### src/rtl/lane_swap_pkg.sv
package lane_swap_pkg;

  localparam int WORD_W = 32;

  typedef struct packed {
    logic [4:0] rxLevel;
    logic [4:0] txLevel;
    logic       testMode;
    logic       rxDmaEn;
    logic       txDmaEn;
    logic [1:0] rxSwap;
    logic [1:0] txSwap;
  } ctrlReg_t;

  // strobes from control to datapath
  typedef struct packed {
    logic       txPush;
    logic       txPop;
    logic       rxPush;
    logic       rxPop;
    logic       rxFromBus;
    logic       readTx;
    logic [1:0] txSwap;
    logic [1:0] rxSwap;
  } fifoStrobe_t;

  function automatic logic [WORD_W-1:0] laneSwap(input logic [WORD_W-1:0] w,
                                                 input logic [1:0] mode);
    case (mode)
      2'd1:    return {w[15:0], w[31:16]};
      2'd2:    return {w[7:0], w[15:8], w[23:16], w[31:24]};
      2'd3:    return {w[23:16], w[31:24], w[7:0], w[15:8]};
      default: return w;
    endcase
  endfunction

  function automatic logic [31:0] packCtrl(input ctrlReg_t c);
    logic [31:0] v;
    v = '0;
    v[1:0]   = c.txSwap;
    v[3:2]   = c.rxSwap;
    v[4]     = c.txDmaEn;
    v[5]     = c.rxDmaEn;
    v[6]     = c.testMode;
    v[12:8]  = c.txLevel;
    v[20:16] = c.rxLevel;
    return v;
  endfunction

  function automatic ctrlReg_t unpackCtrl(input logic [31:0] v);
    ctrlReg_t c;
    c.txSwap   = v[1:0];
    c.rxSwap   = v[3:2];
    c.txDmaEn  = v[4];
    c.rxDmaEn  = v[5];
    c.testMode = v[6];
    c.txLevel  = v[12:8];
    c.rxLevel  = v[20:16];
    return c;
  endfunction

endpackage

### src/rtl/fifo_ring.sv
module fifo_ring #(
  parameter int DATA_W = 32,
  parameter int DEPTH  = 32,
  localparam int PTR_W = $clog2(DEPTH),
  localparam int CNT_W = $clog2(DEPTH + 1)
) (
  input  logic              clk,
  input  logic              rstN,
  input  logic              push,
  input  logic              pop,
  input  logic [DATA_W-1:0] wdata,
  output logic [DATA_W-1:0] head,
  output logic [CNT_W-1:0]  count
);

  logic [DATA_W-1:0] mem [DEPTH];
  logic [PTR_W-1:0]  wrPtr;
  logic [PTR_W-1:0]  rdPtr;

  always_ff @(posedge clk) begin
    if (push) mem[wrPtr] <= wdata;
  end

  always_ff @(posedge clk or negedge rstN) begin
    if (!rstN) begin
      wrPtr <= '0;
      rdPtr <= '0;
      count <= '0;
    end else begin
      if (push) wrPtr <= (wrPtr == PTR_W'(DEPTH - 1)) ? '0 : wrPtr + 1'b1;
      if (pop)  rdPtr <= (rdPtr == PTR_W'(DEPTH - 1)) ? '0 : rdPtr + 1'b1;
      case ({push, pop})
        2'b10:   count <= count + 1'b1;
        2'b01:   count <= count - 1'b1;
        default: count <= count;
      endcase
    end
  end

  assign head = mem[rdPtr];

  // control must never hand a push to a full ring
  p_no_push_full_r9: assert property (@(posedge clk) disable iff (!rstN)
    push |-> (count < CNT_W'(DEPTH)));

  // control must never hand a pop to an empty ring
  p_no_pop_empty_r10: assert property (@(posedge clk) disable iff (!rstN)
    pop |-> (count != '0));

  // count follows accepted strobes
  p_count_track_r12: assert property (@(posedge clk) disable iff (!rstN)
    (push && pop) |=> (count == $past(count)));

endmodule

### src/rtl/fifo_dp.sv
module fifo_dp
  import lane_swap_pkg::*;
#(
  parameter int DEPTH  = 32,
  localparam int CNT_W = $clog2(DEPTH + 1)
) (
  input  logic              clk,
  input  logic              rstN,
  input  fifoStrobe_t       stb,
  input  logic [WORD_W-1:0] busWdata,
  input  logic [WORD_W-1:0] rxPushData,
  output logic [WORD_W-1:0] busData,
  output logic [WORD_W-1:0] txHead,
  output logic [CNT_W-1:0]  txCount,
  output logic [CNT_W-1:0]  rxCount
);

  logic [WORD_W-1:0] txWdata;
  logic [WORD_W-1:0] rxWdata;
  logic [WORD_W-1:0] rxHead;

  assign txWdata = laneSwap(busWdata, stb.txSwap);
  assign rxWdata = stb.rxFromBus ? busWdata : rxPushData;

  fifo_ring #(.DATA_W(WORD_W), .DEPTH(DEPTH)) i_txRing (
    .clk(clk), .rstN(rstN),
    .push(stb.txPush), .pop(stb.txPop),
    .wdata(txWdata), .head(txHead), .count(txCount)
  );

  fifo_ring #(.DATA_W(WORD_W), .DEPTH(DEPTH)) i_rxRing (
    .clk(clk), .rstN(rstN),
    .push(stb.rxPush), .pop(stb.rxPop),
    .wdata(rxWdata), .head(rxHead), .count(rxCount)
  );

  assign busData = stb.readTx ? txHead : laneSwap(rxHead, stb.rxSwap);

endmodule

### src/rtl/fifo_ctl.sv
module fifo_ctl
  import lane_swap_pkg::*;
#(
  parameter int DEPTH  = 32,
  localparam int CNT_W = $clog2(DEPTH + 1)
) (
  input  logic              clk,
  input  logic              rstN,
  input  logic              busSel,
  input  logic              busWr,
  input  logic              busAddr,
  input  logic [WORD_W-1:0] busWdata,
  input  logic [WORD_W-1:0] busData,
  output logic [WORD_W-1:0] busRdata,
  input  logic              txPopIn,
  input  logic              rxPushIn,
  input  logic [CNT_W-1:0]  txCount,
  input  logic [CNT_W-1:0]  rxCount,
  output fifoStrobe_t       stb,
  output logic              txFull,
  output logic              txEmpty,
  output logic              rxFull,
  output logic              rxEmpty,
  output logic              txOverrun,
  output logic              txUnderrun,
  output logic              rxOverrun,
  output logic              rxUnderrun,
  output logic              txIrq,
  output logic              rxIrq,
  output logic              txDmaReq,
  output logic              rxDmaReq
);

  ctrlReg_t ctrl;
  logic dataWr, dataRd, ctrlWr;
  logic txPushReq, txPopReq, rxPushReq, rxPopReq;
  logic srcEmpty;
  logic [CNT_W-1:0] txThresh, rxThresh;

  assign dataWr = busSel &  busWr & ~busAddr;
  assign dataRd = busSel & ~busWr & ~busAddr;
  assign ctrlWr = busSel &  busWr &  busAddr;

  always_ff @(posedge clk or negedge rstN) begin
    if (!rstN) ctrl <= '0;
    else if (ctrlWr) ctrl <= unpackCtrl(busWdata);
  end

  assign txFull  = (txCount == CNT_W'(DEPTH));
  assign rxFull  = (rxCount == CNT_W'(DEPTH));
  assign txEmpty = (txCount == '0);
  assign rxEmpty = (rxCount == '0);

  // request routing: test mode turns the bus toward the opposite queues
  always_comb begin
    if (ctrl.testMode) begin
      txPushReq = 1'b0;
      rxPushReq = dataWr;
      txPopReq  = dataRd;
      rxPopReq  = 1'b0;
    end else begin
      txPushReq = dataWr;
      rxPushReq = rxPushIn;
      txPopReq  = txPopIn;
      rxPopReq  = dataRd;
    end
  end

  always_comb begin
    stb.txPush    = txPushReq & ~txFull;
    stb.rxPush    = rxPushReq & ~rxFull;
    stb.txPop     = txPopReq  & ~txEmpty;
    stb.rxPop     = rxPopReq  & ~rxEmpty;
    stb.rxFromBus = ctrl.testMode;
    stb.readTx    = ctrl.testMode;
    stb.txSwap    = ctrl.txSwap;
    stb.rxSwap    = ctrl.rxSwap;
  end

  always_ff @(posedge clk or negedge rstN) begin
    if (!rstN) begin
      txOverrun  <= 1'b0;
      txUnderrun <= 1'b0;
      rxOverrun  <= 1'b0;
      rxUnderrun <= 1'b0;
    end else begin
      if (txPushReq && txFull)  txOverrun  <= 1'b1;
      if (rxPushReq && rxFull)  rxOverrun  <= 1'b1;
      if (txPopReq  && txEmpty) txUnderrun <= 1'b1;
      if (rxPopReq  && rxEmpty) rxUnderrun <= 1'b1;
    end
  end

  assign srcEmpty = ctrl.testMode ? txEmpty : rxEmpty;

  always_comb begin
    if (busAddr)       busRdata = packCtrl(ctrl);
    else if (srcEmpty) busRdata = '0;
    else               busRdata = busData;
  end

  assign txThresh = CNT_W'(ctrl.txLevel) + 1'b1;
  assign rxThresh = CNT_W'(ctrl.rxLevel) + 1'b1;
  assign txIrq    = (txCount <= txThresh);
  assign rxIrq    = (rxCount >= rxThresh);
  assign txDmaReq = txIrq & ctrl.txDmaEn;
  assign rxDmaReq = rxIrq & ctrl.rxDmaEn;

  // rejected push into a full queue leaves a sticky mark
  p_overrun_set_r9: assert property (@(posedge clk) disable iff (!rstN)
    (txPushReq && txFull) |=> txOverrun);

  // sticky flag holds until reset
  p_overrun_hold_r9: assert property (@(posedge clk) disable iff (!rstN)
    rxOverrun |=> rxOverrun);

  // rejected pop from an empty queue leaves a sticky mark
  p_underrun_set_r10: assert property (@(posedge clk) disable iff (!rstN)
    (rxPopReq && rxEmpty) |=> rxUnderrun);

  // in test mode the shifter cannot move the receive count up
  p_test_shield_r11: assert property (@(posedge clk) disable iff (!rstN)
    (ctrl.testMode && !dataWr) |=> (rxCount <= $past(rxCount)));

endmodule

### src/rtl/lane_swap_fifo.sv
module lane_swap_fifo
  import lane_swap_pkg::*;
#(
  parameter int DEPTH  = 32,
  localparam int CNT_W = $clog2(DEPTH + 1)
) (
  input  logic              clk,
  input  logic              rstN,
  input  logic              busSel,
  input  logic              busWr,
  input  logic              busAddr,
  input  logic [31:0]       busWdata,
  output logic [31:0]       busRdata,
  input  logic              txPop,
  output logic [31:0]       txPopData,
  input  logic              rxPush,
  input  logic [31:0]       rxPushData,
  output logic [CNT_W-1:0]  txCount,
  output logic [CNT_W-1:0]  rxCount,
  output logic              txFull,
  output logic              txEmpty,
  output logic              rxFull,
  output logic              rxEmpty,
  output logic              txOverrun,
  output logic              txUnderrun,
  output logic              rxOverrun,
  output logic              rxUnderrun,
  output logic              txIrq,
  output logic              rxIrq,
  output logic              txDmaReq,
  output logic              rxDmaReq
);

  fifoStrobe_t       stb;
  logic [WORD_W-1:0] busData;

  fifo_ctl #(.DEPTH(DEPTH)) i_ctl (
    .clk(clk), .rstN(rstN),
    .busSel(busSel), .busWr(busWr), .busAddr(busAddr),
    .busWdata(busWdata), .busData(busData), .busRdata(busRdata),
    .txPopIn(txPop), .rxPushIn(rxPush),
    .txCount(txCount), .rxCount(rxCount), .stb(stb),
    .txFull(txFull), .txEmpty(txEmpty), .rxFull(rxFull), .rxEmpty(rxEmpty),
    .txOverrun(txOverrun), .txUnderrun(txUnderrun),
    .rxOverrun(rxOverrun), .rxUnderrun(rxUnderrun),
    .txIrq(txIrq), .rxIrq(rxIrq), .txDmaReq(txDmaReq), .rxDmaReq(rxDmaReq)
  );

  fifo_dp #(.DEPTH(DEPTH)) i_dp (
    .clk(clk), .rstN(rstN), .stb(stb),
    .busWdata(busWdata), .rxPushData(rxPushData),
    .busData(busData), .txHead(txPopData),
    .txCount(txCount), .rxCount(rxCount)
  );

endmodule

### config.mk
export PLATFORM = sky130hd
export DESIGN_NAME = lane_swap_fifo
export DESIGN_NICKNAME = d
export VERILOG_FILES = /design/src/rtl/lane_swap_pkg.sv /design/src/rtl/fifo_ring.sv /design/src/rtl/fifo_dp.sv /design/src/rtl/fifo_ctl.sv /design/src/rtl/lane_swap_fifo.sv
export SDC_FILE = /design/constraint.sdc
export NUM_CORES = 2
export LEC_CHECK = 0
export CORE_ASPECT_RATIO = 1.4
export CORE_MARGIN = 1
export CORE_UTILIZATION = 50
export CTS_CLUSTER_SIZE = 30
export DETAILED_ROUTE_END_ITERATION = 8
export PLACE_DENSITY = 0.66
export RECOVER_POWER = 50
export SETUP_SLACK_MARGIN = 0.02
export SLEW_MARGIN = 25
export SYNTH_ARGS = -nofsm -noshare
export SYNTH_HDL_FRONTEND = slang
export SYNTH_SLANG_ARGS = --single-unit
### constraint.sdc
create_clock -name clk -period 4.6 [get_ports clk]
set_input_delay 0.92 -clock clk [delete_from_list [all_inputs] [get_ports clk]]
set_output_delay 0.92 -clock clk [all_outputs]
set_load 0.02 [all_outputs]
==> results.json <==
{
  "cts_max_level": 4,
  "fin_cells": 6847,
  "pin_count": 159,
  "drt-initial-drc-count": 5492,
  "critical_path_peak_fanout": 8,
  "syn-num-nets": 4039,
  "worst_skew_pair.late_latency_ns": 0.85,
  "met3_usage_pct": 6.398,
  "setup_tns_ns": -5.197,
  "postSynthCellCount": 3934,
  "reg2reg_to": "i_dp.i_rxRing.count[5]",
  "die_x_um": 347.8,
  "area_growth_pct": 19.92,
  "use_met1_pct": 37.43,
  "rsz0062_at_grt": "true",
  "drtPass1Iterations": 7,
  "period_share_pct": 107.0,
  "relSlewSlack_pct": -67.15,
  "cts_inserted_buffers": 189,
  "cp_slowest_stage_delay_ns": 0.56,
  "fill_cells": 11520,
  "dieArea_um2": 169000,
  "maxCapViolCount": 3,
  "remaining_drc_errors": 0,
  "syn_area_per_cell_um2": 21.27,
  "design_area_um2": 100400,
  "hold_path.class": "register to register",
  "whs_path_depth": 1,
  "nNetsFinal": 4640,
  "io_buffers": 158,
  "hp-start": "i_ctl.txOverrun",
  "clkTransAtPathRegs_ns": 0.07,
  "start_kind": "register",
  "crit_chain": "buf_12 > buf_16 > buf_16 > buf_16 > buf_4 > mux4_2 > a22oi_2 > nand2_2 > mux4_2 > nand2_1 > o211ai_1 > buf_4",
  "leakagePower_nw": 32.63,
  "p_per_area_nw_per_um2": 615.3,
  "slew_violations": 148,
  "cp_top_family": "buffers and inverters",
  "dpl_cell_area_um2": 90440,
  "postRouteAntennaNets": 0,
  "wirelength_mm": 243.0,
  "critical_path_arrival_ns": 4.00,
  "grtUsageTotal_pct": 28.80,
  "clock-root-buffer": "clkbuf_16",
  "die_h_um": 486.1,
  "dp_cells": 6331,
  "fin_crit_ns": 4.920,
  "multiInputGateArea_um2": 21440,
  "cp-end-kind": "output port",
  "syn-cell-area_um2": 83690,
  "gp_congestion": 0.8809,
  "slowest_stage": "dfrtp_4",
  "drive_above_1_share_pct": 34.97,
  "synth_enable_flop_cells": 2048,
  "grt_antenna_before_repair": 12,
  "r2r_start": "i_ctl.stb[4]",
  "seq_area_frac_synth_pct": 75.07,
  "synthFlopType": "edfxtp_1",
  "final_cell_mix": "edfxtp_1 (2048), mux4_2 (513), buf_4 (316)",
  "synth-seq-cells": 2101,
  "finalSetupViolations": 34,
  "crit_type": "register to output port",
  "core_um2": 166100,
  "grt_pass1_wl_mm": 336.1,
  "grtUsageMet2_pct": 47.44,
  "ys_warn_count": 0,
  "status": "complete, but fails checks",
  "fin_ws_ns": -0.3202,
  "synth.distinct_cells": 62,
  "worst_pin_slew_ns": 2.507,
  "cts_tree": "built",
  "start_util_pct": 50.39,
  "grt_pass1_vias": 44620,
  "vias": 44920,
  "reg2reg_setup_slack_ns": 0.35,
  "fmax_mhz": 203.2,
  "failed_checks": "max-capacitance violations, max-slew violations, negative setup slack",
  "grt_max_degree": 49,
  "min_to": "i_ctl.txOverrun",
  "regArea_um2": 62860,
  "r2r_cells": 14,
  "viasPerCell": 6.560,
  "cts.sinks": 2101,
  "skew_ns": 0.04545,
  "post-dp-hpwl_mm": 142.4,
  "cp_common_cell": "buf_16",
  "layout_commonest_cell": "edfxtp_1",
  "peakVddDrop_mv": 0.5534,
  "clockBufferDepth": 3,
  "critPathBufInv": 6,
  "hold_viol_final": 0,
  "grt-busiest-layer": "met2",
  "wl_per_cell_um": 35.49,
  "async_reset_ff_share_pct": 2.523,
  "row_count": 177,
  "overflow": 0,
  "fin_hold_ws_ns": 0.4566,
  "cp.required_ns": 3.68
}
## per-stage QoR
stage          util [%]  setup slack [ns]  power (mW)
2_1_floorplan         -            0.8538       34.36
6_report          60.42           -0.3202       61.75
5_1_grt           60.42           -0.3474       63.41
4_1_cts           59.59           -0.2933       60.22
3_5_place_dp      54.45          -0.08122       42.27
3_3_place_gp      54.45          0.003137       42.07
## how the worst max path moves through the flow
stage | from | to | depth (start not counted)
detailed placement | i_dp.i_txRing.rdPtr[0] | busRdata[8] | 10
finish | i_dp.i_rxRing.rdPtr[0] | busRdata[14] | 12
global route | i_dp.i_rxRing.rdPtr[0] | busRdata[4] | 13
floorplan | i_dp.i_txRing.count[3] | i_dp.i_txRing.count[4] | 17
CTS | i_dp.i_rxRing.rdPtr[0] | busRdata[22] | 11
global placement | i_dp.i_rxRing.rdPtr[0] | busRdata[28] | 11
## synthesized netlist by cell type (10+ instances only)
library cell / number / area (um^2)
dfrtp_1: 53 / 1326
nor2b_1: 22 / 137.6
a22oi_1: 80 / 600.6
o211ai_1: 17 / 127.6
xor2_1: 19 / 166.4
buf_1: 28 / 105.1
nand2_1: 86 / 322.8
buf_6: 20 / 225.2
a21oi_1: 34 / 170.2
a21o_1: 11 / 82.58
a221oi_1: 34 / 297.8
o221ai_1: 27 / 236.5
buf_4: 24 / 180.2
buf_2: 47 / 235.2
ha_1: 34 / 425.4
nor2_1: 121 / 454.2
mux2i_1: 172 / 1722
inv_1: 28 / 105.1
edfxtp_1: 2048 / 61500
clkbuf_1: 85 / 319.1
nor3_1: 10 / 50.05
o22ai_1: 46 / 287.8
mux4_2: 513 / 11550
and3_1: 10 / 62.56
o21ai_0: 51 / 255.2
mux2_2: 122 / 1374
nand3_1: 46 / 230.2
nand4_1: 10 / 62.56
## area by class of cell
cell class / instances / area share [%]
Multi-Input combinational cell: 1588 / 21.37
Tap cell: 2148 / 2.678
Inverter: 32 / 0.1272
Clock buffer: 235 / 5.004
Timing Repair Buffer: 623 / 7.098
Clock inverter: 119 / 1.087
Sequential cell: 2101 / 62.64
Antenna cell: 1 / 0.002493
## logic make-up (layout without fill, tap and decap cells)
logic type,Yosys count,after routing,share of synthesized area (%)
AO/OA/AOI/OAI,357,357,3.008
XOR/XNOR,23,23,0.2407
adder cells (fa/ha/maj),34,34,0.5083
buffers and inverters,245,1009,1.577
flip-flops,2101,2101,75.07
multiplexers,807,807,17.50
other,0,1,0
AND/OR/NAND/NOR,367,367,2.095
## timing repair
action,4_1_cts,5_1_grt
pin swaps,44,79
endpoints found under the hold margin,5,0
gates resized for setup,309,154
setup buffers,66,80
hold buffers,1,0
endpoints found under the setup margin,63,38
cloned,19,7
## routing by layer
metal / up-vias / part of all wire, % / wire, um
li1: 17820 / - / -
met1: 23810 / 35 / 85810
met3: 567 / 11 / 27240
met5: - / 0.030 / 73
met4: 12 / 4.4 / 10690
met2: 2715 / 49 / 119200
## where the power goes
| part | internal [mW] | leakage, nW | switching (mW) | total, mW |
|---|---|---|---|---|
| sequential | 22.5 | 19.0 | 0.555 | 23.1 |
| clock | 8.55 | 2.98 | 7.07 | 15.6 |
| combinational | 10.4 | 10.6 | 12.7 | 23.1 |
## state kept, by name, indices dropped and copies added (netlist names)
name,count
i_dp.i_rxRing.mem,1024
i_dp.i_txRing.mem,1024
i_ctl.ctrl,12
i_dp.i_rxRing.count,6
i_dp.i_txRing.count,6
i_ctl.stb,5
i_dp.i_rxRing.rdPtr,5
i_dp.i_rxRing.wrPtr,5
i_dp.i_txRing.rdPtr,5
i_dp.i_txRing.wrPtr,5
i_ctl.rxOverrun,1
i_ctl.rxUnderrun,1
i_ctl.txOverrun,1
i_ctl.txUnderrun,1
## worst reg2reg max path: cells and delay by family, from the launching register on
kind / cells / cell delay [ns]
buffers and inverters: 4 / 1.63
flip-flops: 1 / 0.78
XOR/XNOR: 1 / 0.17
AO/OA/AOI/OAI: 5 / 0.84
AND/OR/NAND/NOR: 3 / 0.42
adder cells (fa/ha/maj): 1 / 0.32
(Power assumes the default switching activity.)
